==> config.mk <==
export PLATFORM = sky130hd
export DESIGN_NAME = os_uart_rx
export DESIGN_NICKNAME = d
export VERILOG_FILES = /design/src/rtl/os_uart_rx_pkg.sv /design/src/rtl/os_uart_rx_ctrl.sv /design/src/rtl/os_uart_rx_dp.sv /design/src/rtl/os_uart_rx.sv
export SDC_FILE = /design/constraint.sdc
export NUM_CORES = 1
export LEC_CHECK = 0
export ABC_AREA = 1
export BUFFER_PORTS_ARGS = -buffer_cell sky130_fd_sc_hd__buf_2
export CAP_MARGIN = 20
export CORE_UTILIZATION = 52
export CTS_CLUSTER_SIZE = 40
export DETAILED_ROUTE_END_ITERATION = 12
export GPL_TIMING_DRIVEN = 0
export MAX_ROUTING_LAYER = met4
export PLACE_DENSITY = 0.74
export SETUP_SLACK_MARGIN = 0.2
export SYNTH_ARGS = -nofsm -noshare
export SYNTH_HDL_FRONTEND = slang
export SYNTH_SLANG_ARGS = --single-unit
==> constraint.sdc <==
create_clock -name clk -period 1.4 [get_ports clk]
set_clock_uncertainty 0.15 [all_clocks]
set_input_delay 0.21 -clock clk [delete_from_list [all_inputs] [get_ports clk]]
set_output_delay 0.21 -clock clk [all_outputs]
set_load 0.02 [all_outputs]
==> src/rtl/os_uart_rx_pkg.sv <==
package os_uart_rx_pkg;

  // Strobes from the receive sequencer to the datapath
  typedef struct packed {
    logic shift;      // take sampleBit into the shift register
    logic sampleBit;  // line level at the current mid-bit point
    logic deliver;    // stop bit sampled: move byte to hold register
    logic stopOk;     // stop bit level at the deliver point
    logic abort;      // start bit rejected as noise
  } rxStrobes_t;

endpackage

==> src/rtl/os_uart_rx_ctrl.sv <==
module os_uart_rx_ctrl
  import os_uart_rx_pkg::*;
#(
  parameter int OSR       = 16,
  parameter int DATA_BITS = 8
) (
  input  logic       clk,
  input  logic       rstN,
  input  logic       sampleTick,
  input  logic       rxIn,
  output rxStrobes_t strb
);

  localparam int PHASE_W  = $clog2(OSR);
  localparam int MID      = OSR / 2 - 1;
  localparam int LAST_BIT = DATA_BITS + 1;
  localparam int CNT_W    = $clog2(DATA_BITS + 2);

  logic [1:0]         syncQ;
  logic               rxLine;
  logic               prevQ;
  logic               armedQ;
  logic [PHASE_W-1:0] phaseQ;
  logic [CNT_W-1:0]   bitCntQ;
  logic               startEdge;
  logic               midPoint;
  logic               atStart;
  logic               atStop;

  assign rxLine    = syncQ[1];
  assign startEdge = sampleTick && prevQ && !rxLine && !armedQ;
  assign midPoint  = sampleTick && armedQ && (phaseQ == PHASE_W'(MID));
  assign atStart   = (bitCntQ == '0);
  assign atStop    = (bitCntQ == CNT_W'(LAST_BIT));

  // Two-flop synchronizer and last sampled level
  always_ff @(posedge clk) begin
    if (!rstN) begin
      syncQ <= 2'b11;
      prevQ <= 1'b1;
    end else begin
      syncQ <= {syncQ[0], rxIn};
      if (sampleTick) prevQ <= rxLine;
    end
  end

  // Set/reset arm flop: set by start edge, cleared on abort or end of frame
  always_ff @(posedge clk) begin
    if (!rstN) begin
      armedQ <= 1'b0;
    end else if (startEdge) begin
      armedQ <= 1'b1;
    end else if (midPoint && ((atStart && rxLine) || atStop)) begin
      armedQ <= 1'b0;
    end
  end

  // First counter: position inside the bit period
  always_ff @(posedge clk) begin
    if (!rstN) begin
      phaseQ <= '0;
    end else if (startEdge) begin
      phaseQ <= '0;
    end else if (sampleTick && armedQ) begin
      if (phaseQ == PHASE_W'(OSR - 1)) phaseQ <= '0;
      else                             phaseQ <= phaseQ + 1'b1;
    end
  end

  // Second counter: bit index, stepped by the mid-bit enable
  always_ff @(posedge clk) begin
    if (!rstN) begin
      bitCntQ <= '0;
    end else if (midPoint) begin
      if ((atStart && rxLine) || atStop) bitCntQ <= '0;
      else                               bitCntQ <= bitCntQ + 1'b1;
    end
  end

  always_comb begin
    strb           = '0;
    strb.sampleBit = rxLine;
    strb.stopOk    = rxLine;
    strb.shift     = midPoint && !atStart && !atStop;
    strb.deliver   = midPoint && atStop;
    strb.abort     = midPoint && atStart && rxLine;
  end

  AST_ARM_PHASE: assert property (@(posedge clk) disable iff (!rstN)
    $rose(armedQ) |-> (phaseQ == '0));

  AST_BITCNT_RANGE: assert property (@(posedge clk) disable iff (!rstN)
    bitCntQ <= CNT_W'(LAST_BIT));

  AST_IDLE_CLEAN: assert property (@(posedge clk) disable iff (!rstN)
    !armedQ |-> (bitCntQ == '0));

  AST_NO_REARM_LOW: assert property (@(posedge clk) disable iff (!rstN)
    (!armedQ && !prevQ) |=> !armedQ);

endmodule

==> src/rtl/os_uart_rx_dp.sv <==
module os_uart_rx_dp
  import os_uart_rx_pkg::*;
#(
  parameter int DATA_BITS = 8,
  parameter int BUS_W     = 8
) (
  input  logic             clk,
  input  logic             rstN,
  input  rxStrobes_t       strb,
  input  logic             busAddr,
  input  logic             busRd,
  output logic [BUS_W-1:0] busData
);

  localparam int SC_W = $clog2(DATA_BITS + 2);

  logic [DATA_BITS-1:0] shiftQ;
  logic [DATA_BITS-1:0] holdQ;
  logic                 readyQ;
  logic                 ferrQ;
  logic                 dataRead;
  logic [SC_W-1:0]      shiftsSeen;

  assign dataRead = busRd && busAddr;

  // Serial-in shift register, LSB arrives first and ends at bit 0
  generate
    if (DATA_BITS > 1) begin : g_wide
      always_ff @(posedge clk) begin
        if (!rstN)           shiftQ <= '0;
        else if (strb.shift) shiftQ <= {strb.sampleBit, shiftQ[DATA_BITS-1:1]};
      end
    end else begin : g_single
      always_ff @(posedge clk) begin
        if (!rstN)           shiftQ <= '0;
        else if (strb.shift) shiftQ <= strb.sampleBit;
      end
    end
  endgenerate

  always_ff @(posedge clk) begin
    if (!rstN)             holdQ <= '0;
    else if (strb.deliver) holdQ <= shiftQ;
  end

  // Flags: completion of a byte beats a concurrent read
  always_ff @(posedge clk) begin
    if (!rstN) begin
      readyQ <= 1'b0;
      ferrQ  <= 1'b0;
    end else if (strb.deliver) begin
      readyQ <= 1'b1;
      ferrQ  <= !strb.stopOk;
    end else if (dataRead) begin
      readyQ <= 1'b0;
      ferrQ  <= 1'b0;
    end
  end

  always_comb begin
    if (busAddr) busData = BUS_W'(holdQ);
    else         busData = BUS_W'({ferrQ, readyQ});
  end

  // Shift events since the last frame boundary, for checking only
  always_ff @(posedge clk) begin
    if (!rstN || strb.deliver || strb.abort) shiftsSeen <= '0;
    else if (strb.shift && shiftsSeen != '1) shiftsSeen <= shiftsSeen + 1'b1;
  end

  AST_SHIFT_COUNT: assert property (@(posedge clk) disable iff (!rstN)
    strb.deliver |-> (shiftsSeen == SC_W'(DATA_BITS)));

  AST_SET_WINS: assert property (@(posedge clk) disable iff (!rstN)
    strb.deliver |=> readyQ);

  AST_READ_CLEARS: assert property (@(posedge clk) disable iff (!rstN)
    (dataRead && !strb.deliver) |=> (!readyQ && !ferrQ));

  AST_HOLD_STABLE: assert property (@(posedge clk) disable iff (!rstN)
    !strb.deliver |=> $stable(holdQ));

  AST_FERR_WITH_READY: assert property (@(posedge clk) disable iff (!rstN)
    ferrQ |-> readyQ);

endmodule

==> src/rtl/os_uart_rx.sv <==
module os_uart_rx
  import os_uart_rx_pkg::*;
#(
  parameter int OSR       = 16,
  parameter int DATA_BITS = 8,
  parameter int BUS_W     = 8
) (
  input  logic             clk,
  input  logic             rstN,
  input  logic             sampleTick,
  input  logic             rxIn,
  input  logic             busAddr,
  input  logic             busRd,
  output logic [BUS_W-1:0] busData
);

  rxStrobes_t strb;

  os_uart_rx_ctrl #(
    .OSR       (OSR),
    .DATA_BITS (DATA_BITS)
  ) u_ctrl (
    .clk        (clk),
    .rstN       (rstN),
    .sampleTick (sampleTick),
    .rxIn       (rxIn),
    .strb       (strb)
  );

  os_uart_rx_dp #(
    .DATA_BITS (DATA_BITS),
    .BUS_W     (BUS_W)
  ) u_dp (
    .clk     (clk),
    .rstN    (rstN),
    .strb    (strb),
    .busAddr (busAddr),
    .busRd   (busRd),
    .busData (busData)
  );

endmodule

Word level (Yosys, flattened, before mapping):

Cells that the tools add are included.

* bits in registers: 30
* logic and storage cells: 43
* output and inout bits: 8
* bits of input ports: 6

* eq/ne operators: 3
* reduce and logical (&&, ||, !) cells: 20
* bitwise gates (word level): 1
* multiplexer cells: 8
* $add $sub $neg: 2

Operator list (count)
* $logic_and 1x1->1: 11
* $add 4x1->4 const B: 2
* $eq 4x4->1 const B: 2
* $mux 4: 2
* $mux 8: 1
* $mux 1: 5
* $eq 4x3->1 const B: 1
* $logic_not 1->1: 4
* $logic_not 4->1: 1
* $reduce_bool 2->1: 2
* $reduce_or 2->1: 1
* $logic_or 1x1->1: 1
* $not 1->1: 1

Longest topological paths before layout:

Gate-level depths: netlist of the first run.

* depth after elaboration: 6
* depth in mapped cells: 8
* depth with buffers taken out: 8

Modules after synthesis:

From an unflattened synthesis of the first run, not the netlist that was laid out.

* cell total of the unflattened synthesis: 188
* area total of the unflattened synthesis: 1338.8 sq um

By module, submodules not included
* os_uart_rx_dp: area an instance 698.2 sq um, seq. area each 360.3 sq um, cells an instance 97, instances 1
* os_uart_rx_ctrl: area an instance 640.6 sq um, seq. area each 240.2 sq um, cells an instance 91, instances 1

Least setup slack after synthesis of the first run:

OpenSTA, ideal clock, no wires.

* kind: register to register
* from: register u_ctrl.bitCntQ[1]
* to: register u_dp.shiftQ[0]
* path slack: -0.044 ns
* buffers on the path: 1
* required time: 1.186 ns
* data arrival time: 1.231 ns
* stages on the path, launching flop included: 9
* library setup time: 0.064 ns
* clock period less this slack: 1.444 ns
* path through: dfxtp_1 inv_1 ha_1 nand3_2 buf_4 nand2_1 nor2_4 nor2_1 nor2_1

* cells in the longest elaborated chain, start to end: 4
* elaborated cells on any way between the ends: 6
* classes of those cells: eq/ne (1); reduce/logical (5)

RTL lines
* from (decl): RTL line os_uart_rx_ctrl.sv:24 `logic [CNT_W-1:0] bitCntQ;`
* from (signal assigned): RTL line os_uart_rx_ctrl.sv:76 `else bitCntQ <= bitCntQ + 1'b1;`
* $logic_not 4->1: RTL line os_uart_rx_ctrl.sv:33 `assign atStart = (bitCntQ == '0);`
* $logic_not 1->1: RTL line os_uart_rx_ctrl.sv:84 `strb.shift = midPoint && !atStart && !atStop;`
* $logic_and 1x1->1: RTL line os_uart_rx_ctrl.sv:84
* $logic_and 1x1->1 (*): RTL line os_uart_rx_ctrl.sv:84
* to (signal assigned): RTL line os_uart_rx_dp.sv:31 `else if (strb.shift) shiftQ <= {strb.sampleBit, shiftQ[DATA_BITS-1:1]};`
* to (decl): RTL line os_uart_rx_dp.sv:17 `logic [DATA_BITS-1:0] shiftQ;`

Every way passes the cells marked *; elsewhere a longest branch is shown, timed or not.
A chain may end at the register's enable or synchronous reset.

Worst setup path in the final report of the first run:

* from: register u_ctrl.bitCntQ[1]
* to: register u_dp.shiftQ[1]

Same word-level chain as after synthesis.

==> results of run 1 <==
-- flip-flops by register name, summed over array words and instances (netlist names) --
register,cells
u_ctrl.syncQ,2
u_ctrl.prevQ,1
u_ctrl.armedQ,1
u_ctrl.bitCntQ,4
u_dp.shiftQ,8
u_dp.readyQ,1
u_dp.ferrQ,1
u_dp.holdQ,8
u_ctrl.phaseQ,4
-- cells in the mapped netlist, drive strengths merged --
cell and count:
clkbuf 2, buf 4, xor2 1, inv 30
nand4 9, dfxtp 30, or2 3, o21ai 5
a21oi 4, nor3 1, nor2 49, ha 4
nand3 7, nand2 66
-- critical path: stages, from the launching register on --
cell     delay, ns
dfxtp_2       0.36
inv_4         0.05
ha_4          0.16
nand3_4       0.09
buf_6         0.15
nand2_4       0.05
nor2_4        0.19
nor2_1        0.07
nor2_1        0.09
-- layout make-up --
cell class                 count  area, µm²  share of cell area (%)
timing repair buffer          25        211                    11.1
multi-input combinational    150        803                    42.3
clock buffer                   7       55.1                    2.90
tap                           30       37.5                    1.97
sequential                    30        623                    32.8
buffer                         6       50.0                    2.63
inverter                      30        115                    6.06
clock inverter                 1       5.00                   0.263
-- routing by layer --
layer	vias up	part of all wire, %	global-route usage [%]
li1	721	-	-
met1	618	46	27.6
met2	37	47	38.8
met3	6	5.0	8.61
met4	0	1.5	10.3
met5	-	0	-
-- power breakdown --
group | switching (mW) | leakage, nW | internal, mW
logic | 0.0420 | 0.592 | 0.0238
registers | 0.00420 | 0.249 | 0.855
clock network | 0.297 | 0.0353 | 0.243
total | 0.343 | 0.877 | 1.12
-- worst max-delay path by stage --
stage	start	to	slack, ns	cells past startpoint
final	u_ctrl.bitCntQ[1]	u_dp.shiftQ[1]	-0.03	8
after global routing	u_ctrl.bitCntQ[1]	u_dp.shiftQ[4]	-0.12	8
after CTS	u_ctrl.bitCntQ[1]	u_dp.shiftQ[1]	0.001	8
after detailed placement	u_ctrl.armedQ	u_dp.holdQ[0]	-0.06	7
after global placement	u_ctrl.armedQ	u_dp.ferrQ	-0.03	7
after floorplan	u_ctrl.phaseQ[0]	u_dp.ferrQ	0.07	8
-- timing repair --
action / 4_1_cts / 5_1_grt
resized for setup: 27 / 23
pin swaps: 22 / 3
hold buffers: 1 / 0
hold endpoints to repair: 1 / 0
buffers inserted: 11 / 0
setup endpoints to repair: 33 / 33
gates cloned: 1 / 0
-- through the flow --
| step | area [µm²] | setup WS [ns] | hold slack [ns] | setup TNS (ns) |
|---|---|---|---|---|
| 3_5_place_dp | 1630 | -0.0607 | 0.250 | -0.744 |
| 5_1_grt | 1900 | -0.117 | 0.0330 | -1.72 |
| 4_1_cts | 1860 | 0.00102 | 0.0190 | 0 |
| 3_3_place_gp | 1630 | -0.0257 | 0.248 | -0.226 |
| 6_report | 1900 | -0.0271 | 0.0246 | -0.125 |
| 2_1_floorplan | 1530 | 0.0746 | 0.167 | 0 |
-- layout by cell type, fill, tap and decap left out, drive strengths merged --
cell         count
buf             28
nor2            50
nand4            9
dlygate4sd3      1
nor3             1
inv             30
xor2             1
clkinv           1
nand2           66
nand3            7
a21oi            4
ha               4
clkbuf           9
or2              3
dfxtp           30
o21ai            5
-- kinds of logic after synthesis --
logic type	Yosys count	share of synthesized area, %
DFF	30	41.4
AOI/OAI and AO/OA	9	3.10
buffers and inverters	36	10.4
and+or+nand+nor	135	41.0
xor gates and xnor gates	1	0.604
adders and majority gates	4	3.45
==> impl_metrics.py, run 1 <==
metrics = {
    "synthesis": {
        "synth_area_leaders": "dfxtp_1 (41%), nand2_1 (17%), nor2_1 (12%), inv_1 (7.8%), nand4_1 (3.9%)",
        "ys_warn_count": 0,
        "synth_seq_area_share_pct": 41.4,
        "yosysTopAreaCellShare_pct": 41.4,
        "syn-num-nets": 225,
        "yosysUniqueCellTypes": 23,
        "synth_area_mm2": 0.00145,
        "synth_top_area_cell": "dfxtp_1",
        "synth-seq-cells": 30,
        "syn_inst": 215,
        "synth_area_per_cell_um2": 6.75,
    },
    "worst_setup_path": {
        "endpoint_kind": "flop",
        "crit_arrival_ns": 1.54,
        "worst_setup_path_start_kind": "flop",
        "worstReg2RegStart": "u_ctrl.bitCntQ[1]",
        "criticalPathCategory": "flop to flop",
        "cp_max_fo": 8,
        "r2r_cells": 8,
        "reg2reg_to": "u_dp.shiftQ[1]",
        "rrSetupSlack_ns": -0.03,
        "cp_data_required_time_ns": 1.52,
    },
    "cts": {
        "cts-htree-levels": 2,
        "path_clk_slew_ns": 0.10,
        "clock_latency_ns": 0.33,
        "cts_buffers": 5,
        "cts_tree": "built",
        "clock-root-buffer": "clkbuf_4",
        "cts_buffer_depth": 2,
        "numClockSinks": 30,
    },
    "grt": {
        "grt_pass1_wl_mm": 4.94,
        "grt_max_degree": 11,
        "overflow": 0,
        "first_global_vias": 1224,
        "grt.total_usage_pct": 24.4,
        "antenna_found_initial": 0,
    },
    "sta": {
        "tightest_slew_ns": 0.417,
        "finalHoldViolations": 0,
        "final-setup-viol-count": 7,
        "finalWorstSetupSlack_ns": -0.0271,
        "fmax_mhz": 701,
        "period_minus_slack_ns": 1.43,
        "drv_slew": 0,
        "rsz0062_at_grt": "yes",
        "slew_headroom_pct": 72.2,
        "fin_crit_sh_pct": 102,
    },
    "worst_hold_path": {
        "hold_depth": 3,
        "hold_class": "primary input to flop",
        "holdPathEnd": "u_dp.readyQ",
        "hold_start": "rstN",
    },
    "routing": {
        "vias": 1382,
        "first_iter_violations": 26,
        "routed_via_density": 4.95,
        "route.antenna.remaining_nets": 0,
        "routed_wl_mm": 3.02,
        "firstDrtPassIters": 4,
        "wl_per_cell_um": 10.8,
        "drcViolationCount": 0,
    },
    "floorplanning": {
        "die_h_um": 54.8,
        "die-area_mm2": 0.00301,
        "die_w_um": 54.8,
        "initial_utilization_pct": 56.5,
        "num_rows": 18,
        "ioPinCount": 14,
        "coreArea_mm2": 0.00257,
    },
    "pwr": {
        "power_leakage_nw": 0.877,
        "power_mw": 1.46,
        "power-per-cell-area_mw_per_mm2": 771,
        "vdd_ir_drop_max_uv": 702,
    },
    "placed_design": {
        "routabilityCongestion": 0.805,
        "dp_cells": 258,
        "port_buffers": 13,
        "place_hpwl_mm": 1.98,
    },
    "finish": {
        "fin_nets": 258,
        "diodes": 0,
        "instances_no_fill": 279,
        "drive_gt1_share_pct": 34.9,
        "area_delta_synth_final_pct": 30.9,
        "final_util_pct": 74.0,
        "fillCellCount": 200,
    },
    "status": {
        "outcome": "finished with violations",
        "failed_checks": "negative setup slack",
    },
    "run": {
        "drv_cap": 0,
    },
}
Note: power is estimated with default switching activity, not from simulation.
==> run 2, diff against run 1 <==
--- a/config.mk
+++ b/config.mk
@@ -13,7 +13,7 @@
 export DETAILED_ROUTE_END_ITERATION = 12
 export GPL_TIMING_DRIVEN = 0
 export MAX_ROUTING_LAYER = met4
-export PLACE_DENSITY = 0.74
+export PLACE_DENSITY = 0.82
 export SETUP_SLACK_MARGIN = 0.2
 export SYNTH_ARGS = -nofsm -noshare
 export SYNTH_HDL_FRONTEND = slang
==> impl_metrics.py, run 2 (synthesis gave the netlist of run 1 again) <==
metrics = {
    "worst_setup_path": {
        "cp_data_required_time_ns": 1.50,
        "rrSetupSlack_ns": -0.08,
        "crit_arrival_ns": 1.58,
        "reg2reg_to": "u_dp.shiftQ[6]",
        "startpoint": "u_ctrl.phaseQ[1]",
        "criticalPathCategory": "flop to flop",
        "r2r_cells": 7,
        "endpoint_kind": "flop",
        "cp_max_fo": 5,
        "worst_setup_path_start_kind": "flop",
        "worstReg2RegStart": "u_ctrl.phaseQ[1]",
    },
    "floorplanning": {
        "coreArea_mm2": 0.00257,
        "die-area_mm2": 0.00301,
        "num_rows": 18,
        "die_w_um": 54.8,
        "die_h_um": 54.8,
        "initial_utilization_pct": 56.5,
        "ioPinCount": 14,
    },
    "pwr": {
        "p_sw_mw": 0.364,
        "vdd_ir_drop_max_uv": 643,
        "combinationalPowerShare_pct": 5.2,
        "power_mw": 1.43,
        "power-per-cell-area_mw_per_mm2": 706,
        "power_leakage_nw": 0.922,
        "swShare_pct": 25.5,
        "intPower_mw": 1.07,
        "pwr-share-seq_pct": 59.9,
        "clkPwrFrac_pct": 34.9,
    },
    "finish": {
        "drive_gt1_share_pct": 37.9,
        "multi_input_area_um2": 843,
        "final_common_cell": "nand2_1",
        "largestRegisters": "u_dp.holdQ (8), u_dp.shiftQ (8)",
        "diodes": 0,
        "area_delta_synth_final_pct": 39.5,
        "final_cell_mix": "nand2_1 (52), nor2_1 (42), inv_1 (23), buf_6 (17), dfxtp_1 (15)",
        "fin_area_mm2": 0.00202,
        "fillCellCount": 150,
        "seq_area_um2": 629,
        "fin_nets": 263,
        "final_util_pct": 78.8,
    },
    "grt": {
        "grt_pass1_wl_mm": 4.69,
        "grt.total_usage_pct": 23.3,
        "antenna_found_initial": 0,
        "grt_max_degree": 11,
        "overflow": 0,
        "first_global_vias": 1146,
    },
    "sta": {
        "finalHoldViolations": 0,
        "tightest_slew_ns": 0.544,
        "period_minus_slack_ns": 1.48,
        "fmax_mhz": 674,
        "final-setup-viol-count": 20,
        "fin_crit_sh_pct": 106,
        "drv_slew": 0,
        "timing.hold.ws_ns": 0.0235,
        "setup_tns_ns": -0.821,
        "slew_headroom_pct": 63.7,
        "rsz0062_at_grt": "yes",
        "finalWorstSetupSlack_ns": -0.0836,
    },
    "routing": {
        "route.antenna.remaining_nets": 0,
        "routed_via_density": 5.26,
        "firstDrtPassIters": 5,
        "wl_per_cell_um": 14.1,
        "drcViolationCount": 0,
        "first_iter_violations": 35,
        "routed_wl_mm": 3.98,
        "vias": 1489,
    },
    "cts": {
        "cts_tree": "built",
        "numClockSinks": 30,
        "path_clk_slew_ns": 0.10,
        "cts_buffer_depth": 2,
        "clock_latency_ns": 0.34,
        "clock-root-buffer": "clkbuf_4",
        "cts-htree-levels": 2,
        "cts_buffers": 5,
    },
    "placed_design": {
        "place_hpwl_mm": 1.97,
        "port_buffers": 13,
        "routabilityCongestion": 0.803,
        "place_area_mm2": 0.00163,
    },
    "worst_hold_path": {
        "holdPathEnd": "u_dp.readyQ",
        "hold_class": "primary input to flop",
        "hold_depth": 4,
        "hold_start": "busRd",
    },
    "run": {
        "drv_cap": 0,
    },
    "status": {
        "failed_checks": "negative setup slack",
        "outcome": "finished with violations",
    },
}
## run 2: cell count changes in the layout (fill, tap and decap cells not counted), moves of 2 or more
cell	change
buf_6	+6
nand2_1	-4
nand2_2	+4
buf_4	-3
inv_2	-3
dfxtp_4	+2
inv_1	+2
nor2_2	-2
o21ai_2	+2
## run 2: worst max path at each step
stage / slack [ns] / endpoint / cells after the start
2_1_floorplan: 0.07 / u_dp.ferrQ / 8
3_3_place_gp: -0.04 / u_dp.ferrQ / 8
3_5_place_dp: -0.07 / u_dp.shiftQ[1] / 7
4_1_cts: -0.009 / u_dp.shiftQ[1] / 8
5_1_grt: -0.15 / u_dp.holdQ[6] / 8
6_report: -0.08 / u_dp.shiftQ[6] / 7
## run 2: area by class of cell
cell class,count,share of cell area [%]
Tap cell,30,1.85
Multi-Input combinational cell,150,41.7
Buffer,6,2.47
Sequential cell,30,31.1
Inverter,30,5.81
Clock buffer,7,2.22
Timing Repair Buffer,30,14.9
## run 2: timing repair
action | 4_1_cts | 5_1_grt
pin swaps | 19 | 23
endpoints found under the hold margin | 1 | 0
endpoints found under the setup margin | 33 | 33
setup buffers | 10 | 4
gates cloned | 1 | 2
hold buffers | 1 | 0
resized for setup | 31 | 39
## run 2: worst max-delay path, cell delays in order (launching register included)
cell and delay [ns]:
dfxtp_4 0.37, ha_4 0.16, nand3_4 0.10, nor2_4 0.22, buf_6 0.15, nand4_1 0.09, nand2_1 0.09, nor2_1 0.06
## run 2: power groups by stage
stage | Combinational, mW | Clock [mW] | Sequential [mW]
final | 0.0737 | 0.500 | 0.857
after global routing | 0.0814 | 0.532 | 0.857
after CTS | 0.0643 | 0.477 | 0.857
after detailed placement | 0.0591 | 0 | 0.881
after global placement | 0.0578 | 0 | 0.880
after floorplan | 0.0377 | 0 | 0.879
## run 2: through the flow
step	cells	worst slack (ns)
floorplan	215	0.0746
global placement	258	-0.0386
detailed placement	258	-0.0737
CTS	277	-0.00924
global route	283	-0.153
finish	283	-0.0836
## run 2: metal layers
layer | vias to the layer above | wire length, µm | GRT usage, %
met5 | - | 0 | -
met4 | 0 | 105 | 7.69
met3 | 14 | 184 | 8.33
met2 | 48 | 1940 | 38.0
met1 | 701 | 1760 | 26.1
li1 | 726 | - | -
